File: config.mk
export PLATFORM = sky130hd
export DESIGN_NAME = gpio_bidir_port
export DESIGN_NICKNAME = d
export VERILOG_FILES = /design/src/rtl/gpio_port_pkg.sv /design/src/rtl/gpio_pin_sync.sv /design/src/rtl/gpio_port_regs.sv /design/src/rtl/gpio_pin_ctrl.sv /design/src/rtl/gpio_irq_tap.sv /design/src/rtl/gpio_bidir_port.sv
export SDC_FILE = /design/constraint.sdc
export NUM_CORES = 1
export LEC_CHECK = 0
export BUFFER_PORTS_ARGS = -buffer_cell sky130_fd_sc_hd__buf_4
export CAP_MARGIN = 30
export CELL_PAD_IN_SITES_DETAIL_PLACEMENT = 0
export CELL_PAD_IN_SITES_GLOBAL_PLACEMENT = 1
export CORE_UTILIZATION = 39
export DETAILED_ROUTE_END_ITERATION = 8
export GPL_ROUTABILITY_DRIVEN = 1
export PLACE_DENSITY = 0.91
export SYNTH_ARGS = -nofsm -noshare
export SYNTH_HDL_FRONTEND = slang
export SYNTH_SLANG_ARGS = --single-unit
File: constraint.sdc
create_clock -name clk -period 5.1 [get_ports clk]
set_input_delay 0.765 -clock clk [delete_from_list [all_inputs] [get_ports clk]]
set_output_delay 0.765 -clock clk [all_outputs]
set_load 0.05 [all_outputs]
File: src/rtl/gpio_port_pkg.sv
`timescale 1ns/1ps
package gpio_port_pkg;
   typedef enum logic [1:0] {
      GP_SEL_NONE = 2'd0,
      GP_SEL_LAT  = 2'd1,
      GP_SEL_DIR  = 2'd2,
      GP_SEL_PINH = 2'd3
   } gp_reg_e;

   function automatic gp_reg_e gp_decode(input logic [7:0] addr,
                                         input logic [7:0] lat_ofs,
                                         input logic [7:0] dir_ofs,
                                         input logic [7:0] pinh_ofs);
      gp_reg_e r;
      if (addr == lat_ofs)       r = GP_SEL_LAT;
      else if (addr == dir_ofs)  r = GP_SEL_DIR;
      else if (addr == pinh_ofs) r = GP_SEL_PINH;
      else                       r = GP_SEL_NONE;
      return r;
   endfunction
endpackage

File: src/rtl/gpio_pin_sync.sv
`timescale 1ns/1ps
module gpio_pin_sync #(
   parameter int WIDTH       = 8,
   parameter int SYNC_STAGES = 2
) (
   input  logic             clk,
   input  logic [WIDTH-1:0] d_async,
   output logic [WIDTH-1:0] q_sync
);
   localparam int LAST = SYNC_STAGES - 1;

   if (SYNC_STAGES < 2) begin : g_bad_stages
      $error("gpio_pin_sync: SYNC_STAGES must be at least 2");
   end

   logic [WIDTH-1:0] stg_q [SYNC_STAGES];

   // Synchronizer flops carry no reset so they track the pads at all times.
   always_ff @(posedge clk) begin
      stg_q[0] <= d_async;
      for (int i = 1; i < SYNC_STAGES; i++) begin
         stg_q[i] <= stg_q[i-1];
      end
   end

   assign q_sync = stg_q[LAST];
endmodule

File: src/rtl/gpio_port_regs.sv
`timescale 1ns/1ps
module gpio_port_regs
   import gpio_port_pkg::*;
#(
   parameter int               WIDTH    = 8,
   parameter int               ADDR_W   = 8,
   parameter logic [ADDR_W-1:0] LAT_OFS  = 8'h00,
   parameter logic [ADDR_W-1:0] DIR_OFS  = 8'h04,
   parameter logic [ADDR_W-1:0] PINH_OFS = 8'h10
) (
   input  logic              clk,
   input  logic              rst_n,
   input  logic              bus_sel,
   input  logic              bus_we,
   input  logic [ADDR_W-1:0] bus_addr,
   input  logic [WIDTH-1:0]  bus_wdata,
   input  logic [WIDTH-1:0]  pin_sync,
   output logic [WIDTH-1:0]  bus_rdata,
   output logic [WIDTH-1:0]  lat_q,
   output logic [WIDTH-1:0]  dir_q,
   output logic [WIDTH-1:0]  pinh_q
);
   localparam int DEC_W = 8;

   if (ADDR_W > DEC_W) begin : g_bad_addr
      $error("gpio_port_regs: ADDR_W must not exceed 8");
   end
   if (LAT_OFS == DIR_OFS || LAT_OFS == PINH_OFS || DIR_OFS == PINH_OFS) begin : g_bad_map
      $error("gpio_port_regs: register offsets must be distinct");
   end

   gp_reg_e          sel_e;
   logic             wr_en;
   logic             rd_en;
   logic [DEC_W-1:0] addr_x;
   logic [DEC_W-1:0] lat_x;
   logic [DEC_W-1:0] dir_x;
   logic [DEC_W-1:0] pinh_x;

   assign addr_x = DEC_W'(bus_addr);
   assign lat_x  = DEC_W'(LAT_OFS);
   assign dir_x  = DEC_W'(DIR_OFS);
   assign pinh_x = DEC_W'(PINH_OFS);
   assign sel_e  = gp_decode(addr_x, lat_x, dir_x, pinh_x);
   assign wr_en  = bus_sel & bus_we;
   assign rd_en  = bus_sel & ~bus_we;

   // Output latch: deliberately no reset, contents survive a reset pulse.
   always_ff @(posedge clk) begin
      if (wr_en && sel_e == GP_SEL_LAT) begin
         lat_q <= bus_wdata;
      end
   end

   always_ff @(posedge clk or negedge rst_n) begin
      if (!rst_n) begin
         dir_q <= '0;
      end else if (wr_en && sel_e == GP_SEL_DIR) begin
         dir_q <= bus_wdata;
      end
   end

   always_ff @(posedge clk or negedge rst_n) begin
      if (!rst_n) begin
         pinh_q <= '0;
      end else if (wr_en && sel_e == GP_SEL_PINH) begin
         pinh_q <= bus_wdata;
      end
   end

   // Read path: outputs show the latch, inputs show the synchronized pad.
   always_comb begin
      bus_rdata = '0;
      if (rd_en) begin
         case (sel_e)
            GP_SEL_LAT: bus_rdata = (lat_q & dir_q) | (pin_sync & ~dir_q);
            GP_SEL_DIR: bus_rdata = dir_q;
            default:    bus_rdata = '0;
         endcase
      end
   end
endmodule

File: src/rtl/gpio_pin_ctrl.sv
`timescale 1ns/1ps
module gpio_pin_ctrl #(
   parameter int               WIDTH     = 8,
   parameter logic [WIDTH-1:0] OD_MASK   = 8'hC0,
   parameter logic [WIDTH-1:0] SLOW_MASK = 8'hC0
) (
   input  logic [WIDTH-1:0] lat_q,
   input  logic [WIDTH-1:0] dir_q,
   input  logic [WIDTH-1:0] pinh_q,
   input  logic             slow_edge_en,
   output logic [WIDTH-1:0] pin_oe,
   output logic [WIDTH-1:0] pin_out,
   output logic [WIDTH-1:0] pull_en,
   output logic [WIDTH-1:0] slow_fall
);
   for (genvar b = 0; b < WIDTH; b++) begin : g_pin
      if (OD_MASK[b]) begin : g_od
         // Open-drain: only ever sinks, never drives high.
         assign pin_oe[b]  = dir_q[b] & ~lat_q[b];
         assign pin_out[b] = 1'b0;
      end else begin : g_pp
         assign pin_oe[b]  = dir_q[b];
         assign pin_out[b] = lat_q[b];
      end

      if (SLOW_MASK[b]) begin : g_slow
         assign slow_fall[b] = slow_edge_en & dir_q[b];
      end else begin : g_fast
         assign slow_fall[b] = 1'b0;
      end

      assign pull_en[b] = ~pinh_q[b] & ~dir_q[b];
   end
endmodule

File: src/rtl/gpio_irq_tap.sv
`timescale 1ns/1ps
module gpio_irq_tap #(
   parameter int               WIDTH    = 8,
   parameter logic [WIDTH-1:0] IRQ_MASK = 8'h8F
) (
   input  logic [WIDTH-1:0] pin_sync,
   output logic             irq_n
);
   localparam int TAPS = $countones(IRQ_MASK);

   if (TAPS == 0) begin : g_no_taps
      assign irq_n = 1'b1;
   end else begin : g_taps
      logic [WIDTH-1:0] low_hit;
      for (genvar b = 0; b < WIDTH; b++) begin : g_bit
         if (IRQ_MASK[b]) begin : g_on
            assign low_hit[b] = ~pin_sync[b];
         end else begin : g_off
            assign low_hit[b] = 1'b0;
         end
      end
      // Wired combination of active-low sources.
      assign irq_n = ~|low_hit;
   end
endmodule

File: src/rtl/gpio_bidir_port.sv
`timescale 1ns/1ps
module gpio_bidir_port #(
   parameter int               WIDTH       = 8,
   parameter int               ADDR_W      = 8,
   parameter int               SYNC_STAGES = 2,
   parameter logic [ADDR_W-1:0] LAT_OFS    = 8'h00,
   parameter logic [ADDR_W-1:0] DIR_OFS    = 8'h04,
   parameter logic [ADDR_W-1:0] PINH_OFS   = 8'h10,
   parameter logic [WIDTH-1:0] OD_MASK     = 8'hC0,
   parameter logic [WIDTH-1:0] SLOW_MASK   = 8'hC0,
   parameter logic [WIDTH-1:0] IRQ_MASK    = 8'h8F
) (
   input  logic              clk,
   input  logic              rst_n,
   input  logic              bus_sel,
   input  logic              bus_we,
   input  logic [ADDR_W-1:0] bus_addr,
   input  logic [WIDTH-1:0]  bus_wdata,
   output logic [WIDTH-1:0]  bus_rdata,
   input  logic [WIDTH-1:0]  pin_in,
   output logic [WIDTH-1:0]  pin_oe,
   output logic [WIDTH-1:0]  pin_out,
   output logic [WIDTH-1:0]  pull_en,
   input  logic              slow_edge_en,
   output logic [WIDTH-1:0]  slow_fall,
   output logic              irq_n
);
   if (WIDTH < 1 || WIDTH > 8) begin : g_bad_width
      $error("gpio_bidir_port: WIDTH must be 1..8 for a byte bus");
   end

   logic [WIDTH-1:0] pin_sync;
   logic [WIDTH-1:0] lat_q;
   logic [WIDTH-1:0] dir_q;
   logic [WIDTH-1:0] pinh_q;

   gpio_pin_sync #(
      .WIDTH       (WIDTH),
      .SYNC_STAGES (SYNC_STAGES)
   ) u_sync (
      .clk     (clk),
      .d_async (pin_in),
      .q_sync  (pin_sync)
   );

   gpio_port_regs #(
      .WIDTH    (WIDTH),
      .ADDR_W   (ADDR_W),
      .LAT_OFS  (LAT_OFS),
      .DIR_OFS  (DIR_OFS),
      .PINH_OFS (PINH_OFS)
   ) u_regs (
      .clk       (clk),
      .rst_n     (rst_n),
      .bus_sel   (bus_sel),
      .bus_we    (bus_we),
      .bus_addr  (bus_addr),
      .bus_wdata (bus_wdata),
      .pin_sync  (pin_sync),
      .bus_rdata (bus_rdata),
      .lat_q     (lat_q),
      .dir_q     (dir_q),
      .pinh_q    (pinh_q)
   );

   gpio_pin_ctrl #(
      .WIDTH     (WIDTH),
      .OD_MASK   (OD_MASK),
      .SLOW_MASK (SLOW_MASK)
   ) u_ctrl (
      .lat_q        (lat_q),
      .dir_q        (dir_q),
      .pinh_q       (pinh_q),
      .slow_edge_en (slow_edge_en),
      .pin_oe       (pin_oe),
      .pin_out      (pin_out),
      .pull_en      (pull_en),
      .slow_fall    (slow_fall)
   );

   gpio_irq_tap #(
      .WIDTH    (WIDTH),
      .IRQ_MASK (IRQ_MASK)
   ) u_irq (
      .pin_sync (pin_sync),
      .irq_n    (irq_n)
   );
endmodule

# Yosys cells after proc, flatten, opt, wreduce, memory -nomap -nowiden

Memory sizes are Yosys's and may differ from the RTL's.
Index checks and enable logic that the tools add are counted.

Bitwise logic cells: 42
Equality and inequality tests: 5
Reduce and logical (&&, ||, !) cells: 6
Mux-type cells: 5

Operators by type and width:

| cell                                          | number |
|---|---|
| inverter 1 bit                                | 24 |
| bitwise AND 8 bit                             | 2 |
| one-hot mux 8 bit (2 select lines)            | 1 |
| bitwise AND 1 bit                             | 14 |
| == test 8 x 3 -> 1 bit, second input constant | 1 |
| == test 8 x 5 -> 1 bit, second input constant | 1 |
| zero test 8 bit                               | 1 |
| two-way mux 8 bit                             | 1 |
| inverter 8 bit                                | 1 |
| OR 8 bit                                      | 1 |
| two-way mux 2 bit                             | 3 |
| OR reduction 5 bit                            | 1 |
| == test 2 bit, second input constant          | 2 |
| logical AND 1 bit                             | 3 |
| == test 2 x 1 -> 1 bit, second input constant | 1 |
| zero test 1 bit                               | 1 |

Bits of input ports: 29
Output and inout port bits: 41
Memory bits (writable): 16
Word-level logic and storage cells: 62
Register bits: 24
Memories kept: 1

Memories:

| name         | words | bits a word | read ports | clocked after memory_dff | wr ports | line                | text |
|---|---|---|---|---|---|---|---|
| u_sync.stg_q | 2     | 8           | 2          | 0                        | 2        | gpio_pin_sync.sv:16 | `logic [WIDTH-1:0] stg_q [SYNC_STAGES];` |

# Depth between registers and ports, before layout

Gate-level depths: netlist of the first run.

Word-level depth: 7
Depth in mapped cells: 6
Depth with buffers taken out: 5

# Cells and area by module

From an unflattened synthesis of the first run, not the netlist that was laid out.

Cells, all modules: 134
Area, all modules: 1721.7 um^2

By module, submodules not included:

| module         | area each (um^2) | cells an instance | instances | seq. area each (um^2) |
|---|---|---|---|---|
| gpio_port_regs | 1104.8           | 74                | 1         | 640.6 |
| gpio_pin_sync  | 380.4            | 24                | 1         | 320.3 |
| gpio_pin_ctrl  | 224.0            | 33                | 1         | 0.0 |
| gpio_irq_tap   | 12.5             | 3                 | 1         | 0.0 |

# Worst setup path before layout of the first run

Ideal clock, no wire load.

Path type: input to output
Start: input port bus_addr[5]
End: output port bus_rdata[6]
Path buffers: 0
Stages on the path: 5
Arrival time: 3143 ps
Slack: 1192 ps
Data required time: 4335 ps
Path through: or4_4 nor4_1 ha_1 a21oi_1 a311oi_1

Longest elaborated chain between the ends: 7
Elaborated cells on any way between the ends: 10
Classes of those cells: eq/ne (4); mux (5); reduce/logical (1)

Ends and longest elaborated chain:

| item                                                           | line                  | text |
|---|---|---|
| start, declared                                                | gpio_bidir_port.sv:17 | `input logic [ADDR_W-1:0] bus_addr,` |
| == test 8 x 5 -> 1 bit                                         | gpio_port_pkg.sv:17   | `else if (addr == pinh_ofs) r = GP_SEL_PINH;` |
| two-way mux 2 bit                                              | gpio_port_pkg.sv:17   |  |
| two-way mux 2 bit                                              | gpio_port_pkg.sv:16   | `else if (addr == dir_ofs) r = GP_SEL_DIR;` |
| two-way mux 2 bit *                                            | gpio_port_pkg.sv:15   | `if (addr == lat_ofs) r = GP_SEL_LAT;` |
| == test 2 bit / == test 2 x 1 -> 1 bit (equally long branches) | gpio_port_regs.sv:75  | `case (sel_e)` |
| one-hot mux 8 bit (2 select lines) *                           | gpio_port_regs.sv:75  |  |
| two-way mux 8 bit *                                            | gpio_port_regs.sv:74  | `if (rd_en) begin` |
| end, declared                                                  | gpio_bidir_port.sv:19 | `output logic [WIDTH-1:0] bus_rdata,` |

Every way passes the cells marked *; elsewhere a longest branch is shown, timed or not.

# Worst setup path in the final report of the first run

Start: input port bus_addr[5]
End: output port bus_rdata[0]

The elaborated chain is that of the path after synthesis.

==> run_results.csv, run 1 <==
group,metric,value,unit
clocking,clkSinkCount,40,
power_and_ir_drop,cellLeakagePower,0.9933,nW
cells_and_area,diodes,0,
global_route,antenna_found_initial,0,
synthesis,yosysTopAreaCellShare,24.32,%
floorplan,pin_count,70,
synthesis,yosysSeqAreaShare,58.36,%
drt,first_pass_iters,4,
clocking,clockRootBuffer,"clkbuf_8",
floorplan,dieArea,0.004486,mm²
cells_and_area,nFillCells,358,
placed_design,place_area,0.002039,mm²
clocking,cts_setup_buffers,0,
cells_and_area,drive_above_1_share,47.51,%
clocking,cts_made_buffers,5,
cells_and_area,layout_commonest_cell,"buf_4",
synthesis,synthCells,126,
global_route,grt_pass1_wl,5.257,mm
sta,max_freq,273.9,MHz
clocking,post_cts_resized,0,
synthesis,yosysWarnings,0,
drt,vias_per_cell,4.740,
clocking,h-tree-depth,2,
cells_and_area,multi_input_area,554.3,µm²
cells_and_area,nets,212,
synthesis,ys_seq_elements,40,
floorplan,row_count,23,
placed_design,preCtsSetupSlack,1.407,ns
floorplan,core_area,0.004029,mm²
synthesis,synth.avg_cell_area,13.07,µm²
power_and_ir_drop,powerDensity,299.0,mW/mm²
placed_design,post-dp-hpwl,2.465,mm
clocking,clkTransAtPathRegs,0.08,ns
worst_setup_path,startpoint_type,"input pin",
worst_setup_path,worstSetupPathType,"in2out",
placed_design,place_congestion,0.7544,
floorplan,die_h,66.98,µm
power_and_ir_drop,ir_drop,0.1972,mV
sta,final-hold-violation-count,0,
clocking,cts_buffer_depth,2,
synthesis,yosysTopAreaCell,"dfrtp_1",
worst_setup_path,cp-startpoint,"bus_addr[5]",
worst_setup_path,cp-end-kind,"output pin",
worst_setup_path,crit_arrival,2.89,ns
drt,wirelength,3.323,mm
worst_setup_path,path_max_fanout,7,
global_route,grt_util_all_layers,16.61,%
sta,post-route-min-period,3.651,ns
global_route,first_global_vias,1118,
clocking,clkLatencyLatePin,0.29,ns
sta,tightest_slew,0.5048,ns
cells_and_area,syn2layout_area_growth,29.48,%
sta,post-route-period-util,71.60,%
sta,setup_viol,0,
worst_setup_path,r2r_start,"u_regs.dir_q[5]",
cells_and_area,final_area,0.002132,mm²
synthesis,synth_area_leaders,"dfrtp_1 24%, dfxtp_1 19%, edfxtp_1 15%",
clocking,cts_tree,"yes",
sta,finalSetupTns,0,ns
status,status,"finished, final reports clean",
worst_hold_path,hold_class,"in2async",
floorplan,die_w,66.98,µm
cells_and_area,layout_common_cells,"61 x buf_4, 16 x mux2_2, 16 x dfrtp_1, 16 x dfxtp_1, 9 x nor2_1",
sta,finClkSkew,0.0002028,ns
sta,slew_violations,0,
synthesis,synth_area,0.001647,mm²
run,cap_violations,0,
drt,drcViolationCount,0,
cells_and_area,regArea,960.9,µm²
worst_setup_path,worst_ep_required_time,4.34,ns
sta,slew_headroom,66.26,%
drt,antenna_left,0,
drt,drt_iter0_markers,56,
synthesis,yosysUniqueCellTypes,26,
clocking,hold_buffers,0,
floorplan,start_util,40.87,%
placed_design,numPortBuffers,61,
drt,wl_per_cell,14.39,µm
global_route,grt_overflow,0,
drt,dr_total_vias,1095,
global_route,grt_start_max_net_pins,17,
sta,fin_ws,1.449,ns
sta,rsz0062_at_grt,"false",
[state kept, by name, summed over array words and instances, names as in the netlist]
| register | flops |
|---|---|
| u_regs.dir_q | 8 |
| u_regs.pinh_q | 8 |
| u_regs.lat_q | 8 |
| u_sync.stg_q | 16 |
[Yosys cell counts]
cell type,number
dfxtp_1,16
o2bb2ai_1,7
mux2_2,16
nor2b_1,2
nor2_1,9
and4b_1,1
ha_1,3
and3_1,1
nor4_1,2
or4_1,2
clkbuf_1,1
nand3_1,3
nand2_1,2
edfxtp_1,8
inv_1,1
nand3b_1,1
or4_4,1
nand4b_1,1
and2_1,2
conb_1,1
a21oi_1,1
buf_4,20
mux2i_1,7
a311oi_1,1
dfrtp_1,16
xnor2_1,1
[report_power, final]
part	internal (W)	total, W	switching [W]
Clock	0.000108	0.000213	0.000105
Combinational	0.0000303	0.0000835	0.0000532
Sequential	0.000334	0.000341	0.00000716
[metal layers]
metal / up-vias / routed length (µm) / global-route usage [%]
li1: 529 / - / -
met1: 508 / 1393 / 19.11
met2: 55 / 1574 / 27.65
met3: 3 / 322 / 6.849
met4: 0 / 32 / 5.585
met5: - / 0 / 0
[stage by stage]
stage | total power, W | instances | hold slack [ns] | util [%]
finish | 0.0006375 | 231 | 0.3237 | 52.92
global route | 0.0006663 | 231 | 0.3271 | 52.92
detailed placement | 0.0004326 | 223 | 0.3121 | 50.62
CTS | 0.0006456 | 231 | 0.3262 | 52.92
floorplan | 0.0004044 | 133 | 0.3096 | -
global placement | 0.0004302 | 223 | 0.3109 | 50.62
[worst max-delay path: stages]
cell       delay [ns]
buf_4            0.11
or4_4            0.54
nor4_1           0.38
ha_1             0.27
and4b_1          0.42
o2bb2ai_1        0.17
buf_4            0.23
[path summary, 6_finish.rpt]
path | cells after the start | slack, ns | to
max in group asynchronous | 1 | 4.58 | u_regs.pinh_q[4]
min in group clk | 0 | 0.33 | u_sync.stg_q[0][8]
setup / recovery | 7 | 1.45 | bus_rdata[0]
hold reg to reg | 0 | 0.33 | u_sync.stg_q[0][8]
hold / removal | 1 | 0.32 | u_regs.pinh_q[2]
setup reg to reg | 1 | 4.27 | u_regs.dir_q[5]
[cell families after synthesis]
group / after synthesis / share of synthesized area, %
fa+ha+maj: 3 / 2.280
compound gates: 9 / 4.559
xor+xnor: 1 / 0.5320
simple gates: 27 / 9.270
mux: 23 / 15.20
flops: 40 / 58.36
buf+inv: 22 / 9.574
other cells: 1 / 0.2277
[layout make-up]
cell class | count | share of cell area [%]
Clock buffer | 6 | 3.873
Clock inverter | 2 | 0.4695
Inverter | 1 | 0.1761
Multi-Input combinational cell | 71 | 26.00
Sequential cell | 40 | 45.07
Tap cell | 50 | 2.934
Timing Repair Buffer | 61 | 21.48
(Power assumes the default switching activity.)
==> inputs of run 2 (changes only) <==
CORE_UTILIZATION = 32   (was 39)
PLACE_DENSITY = 0.81   (was 0.91)
clock period = 3 ns   (was 5.1 ns; I/O delays follow)
==> run 2 against run 1 <==
Die area grew 21%. Final cell count is 8.7% higher. Sequential share of layout area decreased by 1.6 points. Critical path type unchanged. Cell area increased by 3.7%.
==> run_results.csv, run 2 (synthesis results as in run 1) <==
group,metric,value,unit
status,status,"finished, final reports clean",
placed_design,place_area,0.002090,mm²
worst_setup_path,worstSetupPathType,"in2out",
global_route,grt_start_max_net_pins,17,
floorplan,die_w,73.73,µm
worst_setup_path,worst_path_max_delay_cell,"or4_4",
sta,rsz0062_at_grt,"false",
global_route,grt_overflow,0,
worst_setup_path,worst_ep_required_time,2.55,ns
cells_and_area,syn2layout_area_growth,34.27,%
cells_and_area,fin_cells,251,
worst_setup_path,crit_arrival,2.45,ns
worst_setup_path,crit_family,"simple AND/OR/NAND/NOR gates",
worst_setup_path,critPathMaxStageDelay,0.55,ns
global_route,grt_pass1_wl,5.313,mm
drt,drt_iter0_markers,40,
placed_design,numPortBuffers,61,
clocking,clkTransAtPathRegs,0.08,ns
worst_setup_path,path_max_fanout,7,
floorplan,pin_count,70,
worst_setup_path,cp-end-kind,"output pin",
cells_and_area,drive_above_1_share,50.00,%
sta,post-route-period-util,96.77,%
clocking,h-tree-depth,2,
floorplan,dieArea,0.005436,mm²
sta,post-route-min-period,2.903,ns
floorplan,core_area,0.004848,mm²
clocking,cts_buffer_depth,2,
drt,antenna_left,0,
floorplan,row_count,25,
sta,slew_violations,0,
clocking,clkLatencyLatePin,0.29,ns
global_route,first_global_vias,1138,
floorplan,die_h,73.73,µm
drt,wirelength,3.282,mm
worst_setup_path,startpoint_type,"input pin",
worst_hold_path,hold_class,"in2async",
placed_design,post-dp-hpwl,2.431,mm
sta,setup_viol,0,
global_route,grt_util_all_layers,13.50,%
run,cap_violations,0,
power_and_ir_drop,cellLeakagePower,1.010,nW
cells_and_area,largest_reg_flops,16,
cells_and_area,final_area,0.002211,mm²
global_route,antenna_found_initial,0,
worst_setup_path,cp_num_buf_inv,2,
sta,finalSetupTns,0,ns
cells_and_area,layout_common_cells,"64 x buf_4, 16 x mux2_2, 16 x dfrtp_1, 16 x dfxtp_1, 9 x nor2_1",
clocking,clkSinkCount,40,
clocking,clockRootBuffer,"clkbuf_8",
clocking,cts_tree,"yes",
sta,final-hold-violation-count,0,
placed_design,dp.cells,243,
power_and_ir_drop,ir_drop,0.3136,mV
floorplan,start_util,33.96,%
power_and_ir_drop,powerDensity,518.6,mW/mm²
cells_and_area,layout_commonest_cell,"buf_4",
sta,max_freq,344.4,MHz
cells_and_area,top_register,"u_sync.stg_q",
cells_and_area,nets,215,
worst_setup_path,cp_cell_sequence,"buf_4 -> or4_4 -> or4_1 -> ha_1 -> and4b_2 -> o2bb2ai_1 -> buf_4",
drt,wl_per_cell,13.08,µm
sta,finClkSkew,0.003230,ns
placed_design,place_congestion,0.6630,
clocking,cts_setup_buffers,0,
clocking,cts_made_buffers,5,
power_and_ir_drop,power.total,0.001147,W
drt,dr_total_vias,1099,
drt,vias_per_cell,4.378,
drt,drcViolationCount,0,
worst_setup_path,crit_top_cell,"buf_4",
cells_and_area,diodes,0,
drt,first_pass_iters,4,
run 2: cell count changes in the layout (fill, tap and decap cells not counted), sizes merged:
cell / change
buf: +3
bufinv: +1
clkinv: -1
run 2: layer usage:
metal | vias to the layer above | part of all wire [%] | track usage [%]
met1 | 517 | 43 | 15.61
met3 | 2 | 9.7 | 7.133
met4 | 0 | 0.58 | 4.915
li1 | 532 | - | -
met2 | 48 | 47 | 21.20
met5 | - | 0 | 0
run 2: final timing paths:
path,startpoint,cells past startpoint,slack [ns],end
setup / recovery,bus_addr[5],7,0.1,bus_rdata[7]
hold / removal,rst_n,1,0.007,u_regs.dir_q[4]
setup reg to reg,u_regs.dir_q[5],1,2.14,u_regs.dir_q[5]
hold reg to reg,u_sync.stg_q[0][5],0,0.33,u_sync.stg_q[0][13]
max in group asynchronous,rst_n,1,2.80,u_regs.dir_q[6]
min in group clk,pin_in[4],1,0.25,u_sync.stg_q[0][4]
run 2: timing repair:
action | 4_1_cts | 5_1_grt
hold endpoints to repair | 0 | 0
endpoints found under the setup margin | 2 | 6
hold buffers | 0 | 0
gates resized for setup | 1 | 2
run 2: cell type report:
cell class              instances  area [µm²]
clock inverters                 2       35.03
well taps                      67       83.83
inverters                       1       3.754
flip-flops and latches         40       960.9
fillers                       463        2638
multi-input cells              71       574.3
clock buffers                   6       72.57
repair buffers                 64       480.5
run 2: per-stage QoR:
step,hold WS [ns],setup WS (ns),util (%)
finish,0.007238,0.09681,45.60
global route,0.009131,0.05113,45.60
CTS,0.01028,0.06279,45.34
detailed placement,0.3121,-0.009020,43.10
global placement,0.3113,0.01108,43.10
floorplan,0.1544,-0.003628,-
run 2: where the power goes:
part / switching (W) / internal, W / leakage (nW)
clock network: 0.000177 / 0.000247 / 0.0552
registers: 0.0000127 / 0.000568 / 0.429
logic: 0.0000907 / 0.0000516 / 0.526
total: 0.000280 / 0.000866 / 1.01
